File: src/rtl/pad_strip_pkg.sv
package pad_strip_pkg;

    localparam int HDR_BYTES   = 14;
    localparam int LEN_HI_POS  = 12;
    localparam int LEN_LO_POS  = 13;
    localparam int MIN_PAYLOAD = 46;

    typedef struct packed {
        logic       valid;
        logic       sof;
        logic       eof;
        logic       trunc;
        logic [7:0] data;
    } beat_t;

    function automatic logic len_is_short(input logic [15:0] len);
        return len < 16'(MIN_PAYLOAD);
    endfunction

endpackage

File: src/rtl/frame_index.sv
module frame_index
    import pad_strip_pkg::*;
#(
    parameter int IDX_W = 11
) (
    input  logic             clk,
    input  logic             rst,
    input  logic             strip_en,
    input  logic             in_valid,
    input  logic             in_sof,
    input  logic             in_eof,
    input  logic [7:0]       in_data,
    output logic [IDX_W-1:0] cur_idx,
    output logic             cur_active,
    output logic             cur_en,
    output logic [15:0]      len_field
);

    logic [IDX_W-1:0] cnt_q;
    logic             active_q;
    logic             en_q;
    logic [7:0]       len_hi_q;

    assign cur_active = in_sof | active_q;
    assign cur_idx    = in_sof ? '0 : cnt_q;
    assign cur_en     = in_sof ? strip_en : en_q;
    assign len_field  = {len_hi_q, in_data};

    always_ff @(posedge clk) begin
        if (rst) begin
            cnt_q    <= '0;
            active_q <= 1'b0;
            en_q     <= 1'b0;
            len_hi_q <= '0;
        end else if (in_valid && cur_active) begin
            active_q <= !in_eof;
            en_q     <= cur_en;
            if (cur_idx != '1)
                cnt_q <= cur_idx + 1'b1;
            if (cur_idx == IDX_W'(LEN_HI_POS))
                len_hi_q <= in_data;
        end
    end

    AST_EN_HELD: assert property (@(posedge clk) disable iff (rst)
        in_valid && cur_active && !in_sof && !in_eof |=> in_sof || cur_en == $past(cur_en))
        else $error("enable changed inside a frame");

endmodule

File: src/rtl/keep_decide.sv
module keep_decide
    import pad_strip_pkg::*;
#(
    parameter int IDX_W = 11
) (
    input  logic             clk,
    input  logic             rst,
    input  logic             in_valid,
    input  logic             in_eof,
    input  logic             cur_active,
    input  logic             cur_en,
    input  logic [IDX_W-1:0] cur_idx,
    input  logic [15:0]      len_field,
    output logic             keep,
    output logic             last,
    output logic             trunc
);

    logic             short_q;
    logic [IDX_W-1:0] limit_q;
    logic             at_lo;
    logic             short_now;
    logic [IDX_W-1:0] limit_now;
    logic             pending;

    assign at_lo     = cur_idx == IDX_W'(LEN_LO_POS);
    assign short_now = cur_en && len_is_short(len_field);
    assign limit_now = IDX_W'(LEN_LO_POS) + IDX_W'(len_field[5:0]);

    always_comb begin
        keep    = 1'b0;
        last    = 1'b0;
        pending = 1'b0;
        if (in_valid && cur_active) begin
            if (cur_idx < IDX_W'(LEN_LO_POS)) begin
                keep    = 1'b1;
                pending = cur_en;
            end else if (at_lo) begin
                keep    = 1'b1;
                last    = short_now && (len_field == 16'd0);
                pending = short_now;
            end else begin
                keep    = !short_q || (cur_idx <= limit_q);
                last    = short_q && (cur_idx == limit_q);
                pending = short_q;
            end
        end
        trunc = keep && in_eof && !last && pending;
    end

    always_ff @(posedge clk) begin
        if (rst) begin
            short_q <= 1'b0;
            limit_q <= '0;
        end else if (in_valid && cur_active && at_lo) begin
            short_q <= short_now;
            limit_q <= limit_now;
        end
    end

    AST_HEADER_KEPT: assert property (@(posedge clk) disable iff (rst)
        in_valid && cur_active && cur_idx < IDX_W'(HDR_BYTES) |-> keep)
        else $error("header byte dropped");

    AST_LAST_IS_KEPT: assert property (@(posedge clk) disable iff (rst)
        last |-> keep && cur_en)
        else $error("end point on a dropped byte");

endmodule

File: src/rtl/rx_pad_strip.sv
module rx_pad_strip
    import pad_strip_pkg::*;
#(
    parameter int IDX_W = 11
) (
    input  logic       clk,
    input  logic       rst,
    input  logic       strip_en,
    input  logic       in_valid,
    input  logic       in_sof,
    input  logic       in_eof,
    input  logic [7:0] in_data,
    output logic       out_valid,
    output logic       out_sof,
    output logic       out_eof,
    output logic       out_trunc,
    output logic [7:0] out_data
);

    logic [IDX_W-1:0] cur_idx;
    logic             cur_active;
    logic             cur_en;
    logic [15:0]      len_field;
    logic             keep;
    logic             last;
    logic             trunc;
    beat_t            out_q;

    frame_index #(.IDX_W(IDX_W)) u_index (
        .clk        (clk),
        .rst        (rst),
        .strip_en   (strip_en),
        .in_valid   (in_valid),
        .in_sof     (in_sof),
        .in_eof     (in_eof),
        .in_data    (in_data),
        .cur_idx    (cur_idx),
        .cur_active (cur_active),
        .cur_en     (cur_en),
        .len_field  (len_field)
    );

    keep_decide #(.IDX_W(IDX_W)) u_keep (
        .clk        (clk),
        .rst        (rst),
        .in_valid   (in_valid),
        .in_eof     (in_eof),
        .cur_active (cur_active),
        .cur_en     (cur_en),
        .cur_idx    (cur_idx),
        .len_field  (len_field),
        .keep       (keep),
        .last       (last),
        .trunc      (trunc)
    );

    always_ff @(posedge clk) begin
        if (rst) begin
            out_q <= '0;
        end else begin
            out_q.valid <= keep;
            out_q.sof   <= keep && in_sof;
            out_q.eof   <= keep && (in_eof || last);
            out_q.trunc <= trunc;
            out_q.data  <= in_data;
        end
    end

    assign out_valid = out_q.valid;
    assign out_sof   = out_q.sof;
    assign out_eof   = out_q.eof;
    assign out_trunc = out_q.trunc;
    assign out_data  = out_q.data;

    AST_EOF_NEEDS_VALID: assert property (@(posedge clk) disable iff (rst)
        out_eof |-> out_valid)
        else $error("end marker without valid");

    AST_TRUNC_WITH_EOF: assert property (@(posedge clk) disable iff (rst)
        out_trunc |-> out_eof)
        else $error("truncation flag without end marker");

    AST_PASS_THROUGH: assert property (@(posedge clk) disable iff (rst)
        in_valid && cur_active && !cur_en |=>
            out_valid && out_data == $past(in_data) && out_eof == $past(in_eof) && !out_trunc)
        else $error("disabled frame altered");

    AST_RESET_IDLE: assert property (@(posedge clk)
        rst |=> !out_valid && !out_eof && !out_trunc)
        else $error("output active after reset");

endmodule

File: config.mk
export PLATFORM = sky130hd
export DESIGN_NAME = rx_pad_strip
export DESIGN_NICKNAME = d
export VERILOG_FILES = /design/src/rtl/pad_strip_pkg.sv /design/src/rtl/frame_index.sv /design/src/rtl/keep_decide.sv /design/src/rtl/rx_pad_strip.sv
export SDC_FILE = /design/constraint.sdc
export NUM_CORES = 1
export LEC_CHECK = 0
export ABC_AREA = 1
export BUFFER_PORTS_ARGS = -buffer_cell sky130_fd_sc_hd__buf_2
export CAP_MARGIN = 0
export CELL_PAD_IN_SITES_DETAIL_PLACEMENT = 2
export CELL_PAD_IN_SITES_GLOBAL_PLACEMENT = 2
export CORE_ASPECT_RATIO = 0.5
export CORE_MARGIN = 8
export CORE_UTILIZATION = 33
export CTS_CLUSTER_DIAMETER = 30
export DETAILED_ROUTE_END_ITERATION = 8
export GPL_TIMING_DRIVEN = 0
export PLACE_DENSITY_LB_ADDON = 0.05
export SYNTH_ARGS = -nofsm -noshare
export SYNTH_HDL_FRONTEND = slang
export SYNTH_SLANG_ARGS = --single-unit
File: constraint.sdc
create_clock -name clk -period 2.25 [get_ports clk]
set_input_delay 0.1125 -clock clk [delete_from_list [all_inputs] [get_ports clk]]
set_output_delay 0.1125 -clock clk [all_outputs]
set_load 0.02 [all_outputs]
======== Yosys cells after proc, flatten, opt, wreduce, memory -nomap -nowiden ========
Index checks and enable logic that the tools add are counted.
word-level totals
  register bits ........................... 45
  bits in latches ......................... 0
  memory bits (writable) .................. 0
  memory bits (read-only) ................. 0
  input port bits ......................... 14
  output and inout port bits .............. 12
  word-level logic and storage cells ...... 50
  memories ................................ 0
operators by class
  $add $sub $neg .......................... 2
  multiply operators ...................... 0
  div/mod/pow operators ................... 0
  magnitude comparators ................... 3
  equality and inequality tests ........... 4
  shift-type cells ........................ 0
  muxes and demuxes ....................... 11
  bitwise operators ....................... 1
  reductions and logical operators ........ 18
operators by type and width
  operator                                             count
  == test 11 x 4 -> 1 bit, second input constant       2
  logical NOT 16 bit                                   1
  < comparator 16 x 6 -> 1 bit, second input constant  1
  adder 11 x 1 -> 11 bit, second input constant        1
  == test 11 bit                                       1
  <= comparator 11 bit                                 1
  < comparator 11 x 4 -> 1 bit, second input constant  1
  2-to-1 mux 11 bit                                    1
  inequality test 11 bit, second input constant        1
  logical AND 1 bit                                    10
  2-to-1 mux 1 bit                                     10
  adder 4 x 6 -> 7 bit, first input constant           1
  AND reduction 2 bit                                  2
  logical NOT 1 bit                                    3
  logical OR 1 bit                                     2
  bitwise OR 1 bit                                     1

======== Depth between registers and ports, before layout ========
Gate-level depths: netlist of the first run.
  word-level depth ........................ 9
  gate-level depth with buffers ........... 15
  depth with buffers taken out ............ 14

======== By module ========
A second synthesis of the first run with hierarchy kept.
unflattened totals
  cell total of the unflattened synthesis .. 387
  area, all modules ....................... 2582.5 um2
modules (own cells, without submodules)
  module        instances  cells each  area each (um2)  seq. area each (um2)
  frame_index   1          207         1345.0           420.4
  keep_decide   1          142         892.1            160.2
  rx_pad_strip  1          38          345.3            240.2

======== Least setup slack after synthesis of the first run ========
OpenSTA, ideal clock, no wires.
  path kind ............................... register -> register
  start point ............................. register u_index.cnt_q[0]
  end point ............................... register out_q (netlist bit out_eof)
  library setup time ...................... 0.065 ns
  arrival ................................. 1.512 ns
  data required time ...................... 2.185 ns
  slack ................................... 0.673 ns
  stages on the path, launching flop included .. 15
  clock period less this slack ............ 1.577 ns
  cells stage by stage .................... dfxtp_1 > inv_1 > nor2_1 > inv_1 > ha_1 > nand2_1 > inv_1 > nand3_1 > nor2_1 > nand3_1 > nand2_1 > nor2_1 > nand2_1 > nand3_1 > nor2_1
between the ends
  word-level cells in the longest chain between the ends .. 8
  elaborated cells on any way between the ends .. 15
  those cells by class .................... order compare: 2; eq/ne: 2; mux: 7; reduce/logical: 4
RTL lines
  what                                                          line                RTL
  start: declaration                                            frame_index.sv:19   logic [IDX_W-1:0] cnt_q;
  start signal: assignment                                      frame_index.sv:39   cnt_q <= cur_idx + 1'b1;
  2-to-1 mux 11 bit *                                           frame_index.sv:25   assign cur_idx = in_sof ? '0 : cnt_q;
  branches (longest 6 deep; another with <= comparator 11 bit)  -
  logical AND 1 bit *                                           rx_pad_strip.sv:63  out_q.eof <= keep && (in_eof || last);
  end: declaration                                              rx_pad_strip.sv:27  beat_t out_q;
Mark *: on every way between the ends.
A chain may end at the register's enable or synchronous reset.

======== Worst setup path in the final report of the first run ========
Ends and elaborated chain as after synthesis.

==> results by group, run 1 <==
Status
  – Status: finished, final reports clean

STA
  – Final worst slack: ~320 ps
  – RSZ-0062 raised after global routing: false
  – Final setup fails: 0
  – Max_slew headroom: 55.5%
  – Setup_tns: 0 ps
  – Final period util: approximately 86%
  – Hold Violations, Final: 0
  – Fin. max-slew vios: 0
  – Hold slack: 60.0 ps
  – Minimum clock period: 1930 ps
  – Worst Skew: 5.49 ps
  – Achievable frequency: 519 MHz
  – Least-Margin Pin Slew: 668 ps

Power
  – Leakage: 1.28 nW
  – Share of power burned in registers: 43.7%
  – Worst vdd ir: 0.000256 V
  – NetSw: approximately 0.48 mW
  – Clock Power Share: 41.3%
  – Pwr dens: 661 nW/µm²
  – Gate power share: between 10 and 15%
  – Power Internal: 1.27 mW
  – Switch share: around 28%

Drt
  – Via count: 2,106
  – First-pass iteration count of the detailed router: 4
  – Via/cell ratio: 4.85
  – Max Used Layer: met4
  – Met3 WL: between 200 and 300 µm
  – Avg WL per Cell: approximately 16 µm
  – Drt initial violations: 65
  – Post-route ant nets: 0
  – M1 wire length: 3.53 mm
  – Drt total wl: 7.06 mm
  – Met2 wire length: 3.22 mm
  – Drt drc: 0

Synth
  – Post-Syn Area: 2270 µm²
  – Net Count, Synth: 335
  – EDFF count, synth: 0
  – Top cells by area, synth: dfxtp_1 (36%), nand2_1 (7.6%), inv_1 (6.6%), nor2_1 (6.6%), o21ai_0 (6.6%)
  – Syn Area/Cell: 7.31 µm²
  – Post-synthesis sequential area ratio: 36.1%
  – Most common library cells after synthesis: nand2_1 (46), dfxtp_1 (41), inv_1 (40), nor2_1 (40), o21ai_0 (30)
  – Gate Count Post-Synth: 311
  – Top-count cell post-synth: nand2_1
  – Yosys warnings: 0
  – Cell variety after synth: 31
  – FFs w/ async S/R, synth: 0%
  – Post-synth top area share: 36.1%
  – Dominant synthesized flop cell: dfxtp_1
  – Dominant cell type by area after synthesis: dfxtp_1
  – #FFs+latches synth: 41

Flow run
  – Max cap viols: 0

Placement
  – Placer Congestion: 0.764
  – HPWL Detailed: 5.54 mm
  – DP Worst Slack: ~330 ps
  – I/O Buffers: 24

Clock tree
  – Max clock buf depth: 2
  – CTS Sinks: between 40 and 50
  – Num CTS Buffers: 5
  – Clock transition at path regs: 60 ps
  – Root cell of the clock tree: clkbuf_16
  – TritonCTS clock tree: done
  – Skew-Pair Late Insertion Delay: just under 300 ps
  – H-tree depth: 2

Worst setup path
  – Worst R2R End: out_eof$_SDFF_PP0_
  – Crit path kind: flop to flop
  – Setup crit start kind: flop
  – CP max FO: 3
  – Crit end category: flop
  – Crit path from: u_index.cnt_q[0]$_SDFFE_PP0P_
  – Critical Path Max Stage Delay: around 330 ps
  – Worst path required time: between 2000 and 2500 ps
  – CP max-delay cell: dfxtp_1
  – FF-to-FF Start: u_index.cnt_q[0]$_SDFFE_PP0P_
  – CP Data Arrival Time: 2140 ps
  – R2r setup slk: approximately 320 ps
  – CP dominant cell by count: nor2_1
  – Worst setup path endpoint: out_eof$_SDFF_PP0_
  – R2r worst-path depth: 14
  – CP cell instances: inv_1 -> nor2_2 -> inv_1 -> ha_1 -> nand2_1 -> inv_1 -> nand3_1 -> nor2_1 -> nand3_1 -> nand2_1 -> nand2_1 -> nor2_1 -> nor2_1 -> nor2_1

Global routing
  – First-pass GRT wire length: 11.7 mm
  – Total congestion overflow: 0
  – Total GRT Usage: 15.2%
  – Vias in the first global route: between 2,000 and 2,500
  – Antenna violations before repair: 0
  – Pin count of the biggest net entering global routing: 13

Finish
  – Share of cells above drive strength 1: 17.8%
  – Ant diodes: 0
  – Syn-to-layout area delta: 16.9%
  – Final nets: between 300 and 400

Die
  – Die W: 133 µm
  – Die ar.: 9960 µm²
  – I/O Pins: 26
  – Initial cell density of the core: 34.1%
  – Die span in y: 74.7 µm
  – Core Region: 6670 µm²
  – Rows: 21

Min path
  – HP Class: input port to flop
-- cell type report --
class / count / area, µm²
buffer: 9 / 81.3
clock buffer: 6 / 139
clock inverter: 1 / 7.51
fill: 794 / 4020
inverter: 43 / 164
multi-input combinational: 218 / 1210
sequential: 41 / 821
tap: 92 / 115
timing repair buffer: 24 / 120
-- power by group through the flow --
stage | Combinational, mW | Sequential [mW] | Clock [mW]
after floorplan | 0.166 | 0.794 | 0
after global placement | 0.254 | 0.783 | 0
after detailed placement | 0.265 | 0.784 | 0
after CTS | 0.267 | 0.769 | 0.746
after global routing | 0.297 | 0.771 | 0.789
final | 0.263 | 0.769 | 0.726
-- cells in the final DEF (no fill, tap or decap), types with 2 or more instances in the layout --
cell type,instances
nand2_1,46
dfxtp_1,41
inv_1,40
nor2_1,39
o21ai_0,30
a21oi_1,29
buf_2,25
nand3_1,16
xor2_1,11
ha_1,10
nand2_2,8
o21ai_1,7
clkbuf_16,5
buf_6,4
nor2_4,4
nand2_4,3
nand4_1,3
nor2_2,2
inv_2,2
clkbuf_1,2
nor3_1,2
-- worst min path at each step --
| stage | to | startpoint | depth (start not counted) |
|---|---|---|---|
| global placement | u_index.active_q$_SDFFE_PP0P_ | in_eof | 2 |
| floorplan | u_keep.limit_q[0]$_SDFFE_PP0P_ | in_data[0] | 1 |
| finish | u_keep.limit_q[0]$_SDFFE_PP0P_ | in_data[0] | 2 |
| detailed placement | u_index.active_q$_SDFFE_PP0P_ | in_eof | 2 |
| CTS | u_keep.limit_q[0]$_SDFFE_PP0P_ | in_data[0] | 2 |
| global route | u_keep.limit_q[0]$_SDFFE_PP0P_ | in_data[0] | 2 |
-- layer usage --
| layer | track usage [%] | vias to the layer above |
|---|---|---|
| li1 | - | 1054 |
| met1 | 18.9 | 1016 |
| met2 | 25.2 | 32 |
| met3 | 4.26 | 4 |
| met4 | 5.30 | 0 |
| met5 | 0 | - |
-- flip-flops by register name, indices dropped and copies added, names as in the netlist --
signal,cells
u_keep.short_q,1
u_index.en_q,1
out_data,8
u_index.len_hi_q,8
u_index.active_q,1
u_keep.limit_q,7
out_eof,1
out_sof,1
u_index.cnt_q,11
out_valid,1
out_trunc,1
-- stage by stage --
step                utilization [%]  cell area (µm²)  instances  power (mW)
finish                         39.8             2660        434        1.76
global route                   39.8             2660        434        1.86
CTS                            39.8             2660        434        1.78
detailed placement             37.6             2510        427        1.05
global placement               37.6             2510        427        1.04
floorplan                         -             2270        311       0.959
-- cells by family after synthesis --
logic type                 share of synthesized area (%)
and+or+nand+nor                                     27.4
AOI/OAI and AO/OA                                   16.0
buffers and inverters                               10.8
DFF                                                 36.1
xor gates and xnor gates                            4.24
adders and majority gates                           5.50
-- worst max-delay path, delay by kind of cell (launching register included) --
family / cells / cell delay, ps
AND/OR/NAND/NOR: 10 / 1010
flip-flops: 1 / 330
adder cells (fa/ha/maj): 1 / 290
buffers and inverters: 3 / 240
-- repair_timing --
item,4_1_cts,5_1_grt
setup endpoints to repair,0,1
gates resized for setup,0,1
endpoints found under the hold margin,0,0
buffers inserted,0,0
hold buffers,0,0
Note: power is estimated with default switching activity, not from simulation.
==> inputs of run 2 (changes only) <==
Settings changed: CTS_CLUSTER_DIAMETER 30 to 80, PLACE_DENSITY_LB_ADDON 0.05 to 0.1.
==> results by group, run 2 (synthesis results as in run 1) <==
Clock tree
  – H-tree depth: 2 (unchanged)
  – Clock transition at path regs: 60 ps (about the same)
  – Skew-Pair Late Insertion Delay: 280 ps (about the same)
  – Num CTS Buffers: 5 (unchanged)
  – Post-CTS setup buffers: 0 (unchanged)
  – Post-CTS Hold Fix Bufs: 0 (unchanged)
  – Max clock buf depth: 2 (unchanged)
  – Root cell of the clock tree: clkbuf_16
  – TritonCTS clock tree: done
  – CTS resizes: 0 (unchanged)
  – CTS Sinks: 41 (unchanged)

Placement
  – HPWL Detailed: 5.61 mm (+1.3%)
  – I/O Buffers: 24 (unchanged)
  – Placer Congestion: 0.789 (+3.3%)
  – Inst Count DP: 427 (unchanged)
  – DP Worst Slack: 294 ps (-32.3 ps)

STA
  – Hold Violations, Final: 0 (unchanged)
  – Final worst slack: 287 ps (-37.7 ps)
  – Fin. max-slew vios: 0 (unchanged)
  – Final setup fails: 0 (unchanged)
  – RSZ-0062 raised after global routing: false
  – Worst Skew: 4.72 ps (-0.772 ps)
  – Max_slew headroom: 55.1% (-0.37 points)
  – Achievable frequency: 509 MHz (-1.9%)
  – Least-Margin Pin Slew: 673 ps (+5.50 ps)
  – Setup_tns: 0 ps (unchanged)
  – Final period util: 87.2% (+1.7 points)
  – Minimum clock period: 1960 ps (+37.7 ps)

Min path
  – Hold EP: u_index.active_q$_SDFFE_PP0P_
  – HP Class: input port to flop
  – Hold Crit Start: in_eof
  – Hold path cells: 2 (unchanged)

Worst setup path
  – Worst path required time: 2470 ps (about the same)
  – CP dominant cell by count: nor2_1
  – Crit path from: u_index.cnt_q[0]$_SDFFE_PP0P_
  – Worst R2R End: out_eof$_SDFF_PP0_
  – R2r setup slk: 290 ps (-40 ps)
  – Setup crit start kind: flop
  – CP Data Arrival Time: 2190 ps (+50 ps)
  – CP max-delay cell: dfxtp_1
  – Crit path kind: flop to flop
  – Critical Path Max Stage Delay: 330 ps (about the same)
  – CP cell instances: inv_1 -> nor2_1 -> inv_1 -> ha_1 -> nand2_1 -> inv_1 -> nand3_1 -> nor2_1 -> nand3_1 -> nand2_1 -> nand2_1 -> nor2_1 -> nor2_1 -> nor2_1
  – Crit end category: flop
  – R2r worst-path depth: 14 (unchanged)
  – CP max FO: 3 (unchanged)
  – FF-to-FF Start: u_index.cnt_q[0]$_SDFFE_PP0P_

Drt
  – First-pass iteration count of the detailed router: 4 (unchanged)
  – Via/cell ratio: 4.83 (-0.38%)
  – Drt drc: 0 (unchanged)
  – Drt total wl: 6.92 mm (-2.0%)
  – Post-route ant nets: 0 (unchanged)
  – Avg WL per Cell: 15.9 µm (-2.0%)
  – Via count: 2,098 (-0.38%)
  – Drt initial violations: 46 (-29%)

Power
  – Power consumption: 1.75 mW (-0.47%)
  – Worst vdd ir: 0.000259 V (+1.2%)
  – Pwr dens: 659 nW/µm² (-0.37%)
  – Leakage: 1.28 nW (about the same)

Status
  – Status: finished, final reports clean

Die
  – Initial cell density of the core: 34.1% (unchanged)
  – Core Region: 6670 µm² (unchanged)
  – Rows: 21 (unchanged)
  – I/O Pins: 26 (unchanged)
  – Die ar.: 9960 µm² (unchanged)
  – Die span in y: 74.7 µm (unchanged)
  – Die W: 133 µm (unchanged)

Flow run
  – Max cap viols: 0 (unchanged)

Finish
  – Commonest non-fill, non-tap cell in the layout: nand2_1
  – Fill count: 811 (+2.1%)
  – Biggest register: u_index.cnt_q
  – Syn-to-layout area delta: 16.8% (about the same)
  – Share of cells above drive strength 1: 17.5% (-0.29 points)
  – Sequential Area: 821 µm² (unchanged)
  – Ant diodes: 0 (unchanged)
  – Util after Layout: 39.8% (about the same)
  – Post-route insts no fill: 434 (unchanged)
  – Area of the multi-input gates: 1210 µm² (-0.21%)
  – Final nets: 366 (unchanged)
  – Max reg flops: 11 (unchanged)
  – Most frequent cells in the layout: nand2_1 (46), dfxtp_1 (41), inv_1 (40), nor2_1 (40), o21ai_0 (30)

Global routing
  – Total GRT Usage: 15.0% (-0.24 points)
  – Antenna violations before repair: 0 (unchanged)
  – First-pass GRT wire length: 11.7 mm (-0.35%)
  – Pin count of the biggest net entering global routing: 13 (unchanged)
  – Total congestion overflow: 0 (unchanged)
  – Vias in the first global route: 2,380 (+0.29%)
==> run 2: layer usage <==
layer | vias to the layer above | part of all wire, % | global-route usage (%)
met5 | - | 0 | 0
met4 | 0 | 0.49 | 2.96
met3 | 4 | 4.2 | 4.19
met2 | 29 | 46 | 26.7
met1 | 1007 | 49 | 18.0
li1 | 1058 | - | -
==> run 2: cell type report <==
cell class	count	share of cell area [%]
multi-input combinational	218	45.5
clock inverter	1	0.283
tap	92	4.34
timing repair buffer	24	4.52
inverter	43	6.17
buffer	9	3.06
sequential	41	30.9
clock buffer	6	5.23
==> run 2: worst max path at each step <==
stage / endpoint / slack (ps) / cells after the start
finish: out_eof$_SDFF_PP0_ / 290 / 14
global placement: out_eof$_SDFF_PP0_ / 360 / 14
CTS: out_eof$_SDFF_PP0_ / 250 / 14
floorplan: out_eof$_SDFF_PP0_ / 670 / 14
detailed placement: out_eof$_SDFF_PP0_ / 290 / 14
global route: out_eof$_SDFF_PP0_ / 100 / 14
==> run 2: where the power goes <==
group | total, mW | switching [mW] | internal [mW]
clock network | 0.720 | 0.285 | 0.435
logic | 0.260 | 0.175 | 0.0852
registers | 0.769 | 0.0161 | 0.753
==> run 2: worst max-delay path, delay by kind of cell (launching register included) <==
family / cells / cell delay [ps]
adder cells (fa/ha/maj): 1 / 290
buffers and inverters: 3 / 240
flip-flops: 1 / 330
AND/OR/NAND/NOR: 10 / 1050
==> run 2: metrics by stage <==
| stage | cell area [µm²] | hold slack, ps |
|---|---|---|
| 2_1_floorplan | 2270 | 202 |
| 3_3_place_gp | 2510 | 320 |
| 3_5_place_dp | 2510 | 347 |
| 4_1_cts | 2660 | 55.9 |
| 5_1_grt | 2660 | 58.8 |
| 6_report | 2660 | 61.0 |
==> inputs of run 3 (changes only) <==
Settings changed: CORE_UTILIZATION 33 to 30.
Clock period 2.25 ns to 1.59 ns, I/O delays scaled along.
==> results by group, run 3 (synthesis results as in run 1) <==
Global routing
  – Total congestion overflow: 0 (unchanged)
  – Vias in the first global route: 2,548 (+7.1%)
  – First-pass GRT wire length: 13.1 mm (+12%)
  – Pin count of the biggest net entering global routing: 13 (unchanged)
  – Total GRT Usage: 15.1% (+0.17 points)
  – Antenna violations before repair: 0 (unchanged)

Finish
  – Share of cells above drive strength 1: 35.3% (+18 points)
  – Post-route insts no fill: 464 (+6.9%)
  – Ant diodes: 0 (unchanged)
  – Max reg flops: 11 (unchanged)
  – Most frequent cells in the layout: nand2_1 (38), dfxtp_1 (38), inv_1 (33), nor2_1 (30)
  – Fill count: 825 (+1.7%)
  – Sequential Area: 825 µm² (+0.46%)
  – Area of the multi-input gates: 1400 µm² (+16%)
  – Util after Layout: 42.4% (+2.6 points)
  – Syn-to-layout area delta: 37.1%
  – Final nets: 392 (+7.1%)
  – Biggest register: u_index.cnt_q

Die
  – Core Region: 7350 µm² (+10%)
  – Initial cell density of the core: 30.9% (-3.1 points)
  – I/O Pins: 26 (unchanged)
  – Die W: 139 µm (+4.3%)
  – Die span in y: 77.6 µm (+3.8%)
  – Rows: 22 (+4.8%)
  – Die ar.: 10,800 µm² (+8.3%)

Worst setup path
  – Worst R2R End: u_index.cnt_q[8]$_SDFFE_PP0P_
  – Worst setup path endpoint: u_index.cnt_q[8]$_SDFFE_PP0P_
  – CP Data Arrival Time: 1960 ps (-230 ps)
  – CP delay by family, top: simple AND/OR/NAND/NOR gates
  – CP cell instances: inv_4 -> nor2_4 -> ha_4 -> nand2_4 -> nor2_4 -> nand3_2 -> nand2_4 -> clkinvlp_4 -> buf_6 -> nand2_2 -> a21oi_2
  – Crit end category: flop
  – Buffers & Inverters on Critical Path: 3 (unchanged)
  – R2r setup slk: -220 ps (-510 ps)
  – CP max-delay cell: dfxtp_2
  – Crit path from: u_index.cnt_q[1]$_SDFFE_PP0P_
  – Crit path kind: flop to flop
  – Crit. path cell count: 11 (-3)
  – Setup crit start kind: flop
  – Worst path required time: 1740 ps (-730 ps)
  – CP max FO: 8 (+5)
  – FF-to-FF Start: u_index.cnt_q[1]$_SDFFE_PP0P_
  – Critical Path Max Stage Delay: 360 ps (+30 ps)
  – R2r worst-path depth: 11 (-3)

Drt
  – Via/cell ratio: 4.88 (+0.85%)
  – Post-route ant nets: 0 (unchanged)
  – Via count: 2,262 (+7.8%)
  – First-pass iteration count of the detailed router: 4 (unchanged)
  – Drt total wl: 8.70 mm (+26%)
  – Drt initial violations: 111 (+140%)
  – Avg WL per Cell: 18.8 µm (+18%)
  – Drt drc: 0 (unchanged)

STA
  – Final setup fails: 29 (+29)
  – Final worst slack: -221 ps (-508 ps)
  – Minimum clock period: 1810 ps (-152 ps)
  – Least-Margin Pin Slew: 686 ps (+12.7 ps)
  – Achievable frequency: 552 MHz (+8.4%)
  – Hold Violations, Final: 0 (unchanged)
  – Max_slew headroom: 54.3% (-0.84 points)
  – Fin. max-slew vios: 0 (unchanged)
  – RSZ-0062 raised after global routing: true
  – Worst Skew: 7.60 ps (+2.88 ps)
  – Final period util: 114% (+27 points)

Power
  – Leakage: 1.47 nW (+15%)
  – Pwr dens: 845 nW/µm² (+28%)
  – Worst vdd ir: 0.000364 V (+40%)

Min path
  – HP Class: input port to flop

Placement
  – HPWL Detailed: 5.72 mm (+1.9%)
  – Inst Count DP: 431 (+0.94%)
  – Placer Congestion: 0.755 (-4.3%)
  – I/O Buffers: 24 (unchanged)

Clock tree
  – Num CTS Buffers: 5 (unchanged)
  – Skew-Pair Late Insertion Delay: 290 ps (about the same)
  – Clock transition at path regs: 60 ps (about the same)
  – TritonCTS clock tree: done
  – Root cell of the clock tree: clkbuf_16
  – CTS Sinks: 41 (unchanged)
  – H-tree depth: 2 (unchanged)
  – Max clock buf depth: 2 (unchanged)

Status
  – Status: finished with violations
  – Failing checks: negative setup slack

Flow run
  – Max cap viols: 0 (unchanged)
[run 3: changes by cell type in the layout (fill, tap and decap cells not counted), sizes merged]
cell / previous run / this run
inv: 43 / 42
clkinvlp: 1 / 2
dlygate4sd3: 0 / 1
buf: 31 / 56
[run 3: timing repair]
| action | 4_1_cts | 5_1_grt |
|---|---|---|
| gates cloned | 0 | 0 |
| pin swaps | 18 | 14 |
| endpoints found under the hold margin | 1 | 0 |
| hold buffers | 1 | 0 |
| endpoints found under the setup margin | 24 | 30 |
| setup buffers | 19 | 7 |
| resized for setup | 47 | 25 |
[run 3: area by class of cell]
class,instances,area share [%]
Multi-Input combinational cell,218,45.0
Sequential cell,41,26.4
Timing Repair Buffer,50,11.9
Inverter,43,5.54
Clock buffer,6,4.45
Tap cell,96,3.85
Buffer,9,2.61
Clock inverter,1,0.241
[run 3: through the flow]
step	TNS, ps	setup slack [ps]	instance area (µm²)	power (mW)	hold slack, ps
after global routing	-5730	-294	3120	2.74	41.3
after global placement	-2600	-329	2510	1.47	287
after detailed placement	-4280	-419	2510	1.49	299
after floorplan	0	12.6	2270	1.36	169
after CTS	-828	-149	3000	2.60	33.1
final	-3210	-221	3120	2.64	30.5
[run 3: per-layer routing]
metal / part of all wire [%] / track usage [%] / vias to the layer above
met1: 47 / 18.5 / 1106
met4: 1.7 / 3.15 / 0
met3: 3.2 / 3.85 / 13
li1: - / - / 1107
met5: 0 / 0 / -
met2: 48 / 26.6 / 36
[run 3: where the power goes]
group	switching, mW	internal [mW]
combinational	0.316	0.179
clock	0.431	0.616
sequential	0.0278	1.07
[run 3: worst min-delay path by stage]
stage	end	slack, ps	depth (start not counted)	startpoint
2_1_floorplan	u_keep.limit_q[0]$_SDFFE_PP0P_	170	1	in_data[0]
3_3_place_gp	u_index.active_q$_SDFFE_PP0P_	290	2	in_eof
6_report	u_keep.limit_q[0]$_SDFFE_PP0P_	30	2	in_data[0]
5_1_grt	u_keep.limit_q[0]$_SDFFE_PP0P_	40	2	in_data[0]
4_1_cts	u_keep.limit_q[0]$_SDFFE_PP0P_	30	2	in_data[0]
3_5_place_dp	u_index.active_q$_SDFFE_PP0P_	300	2	in_eof
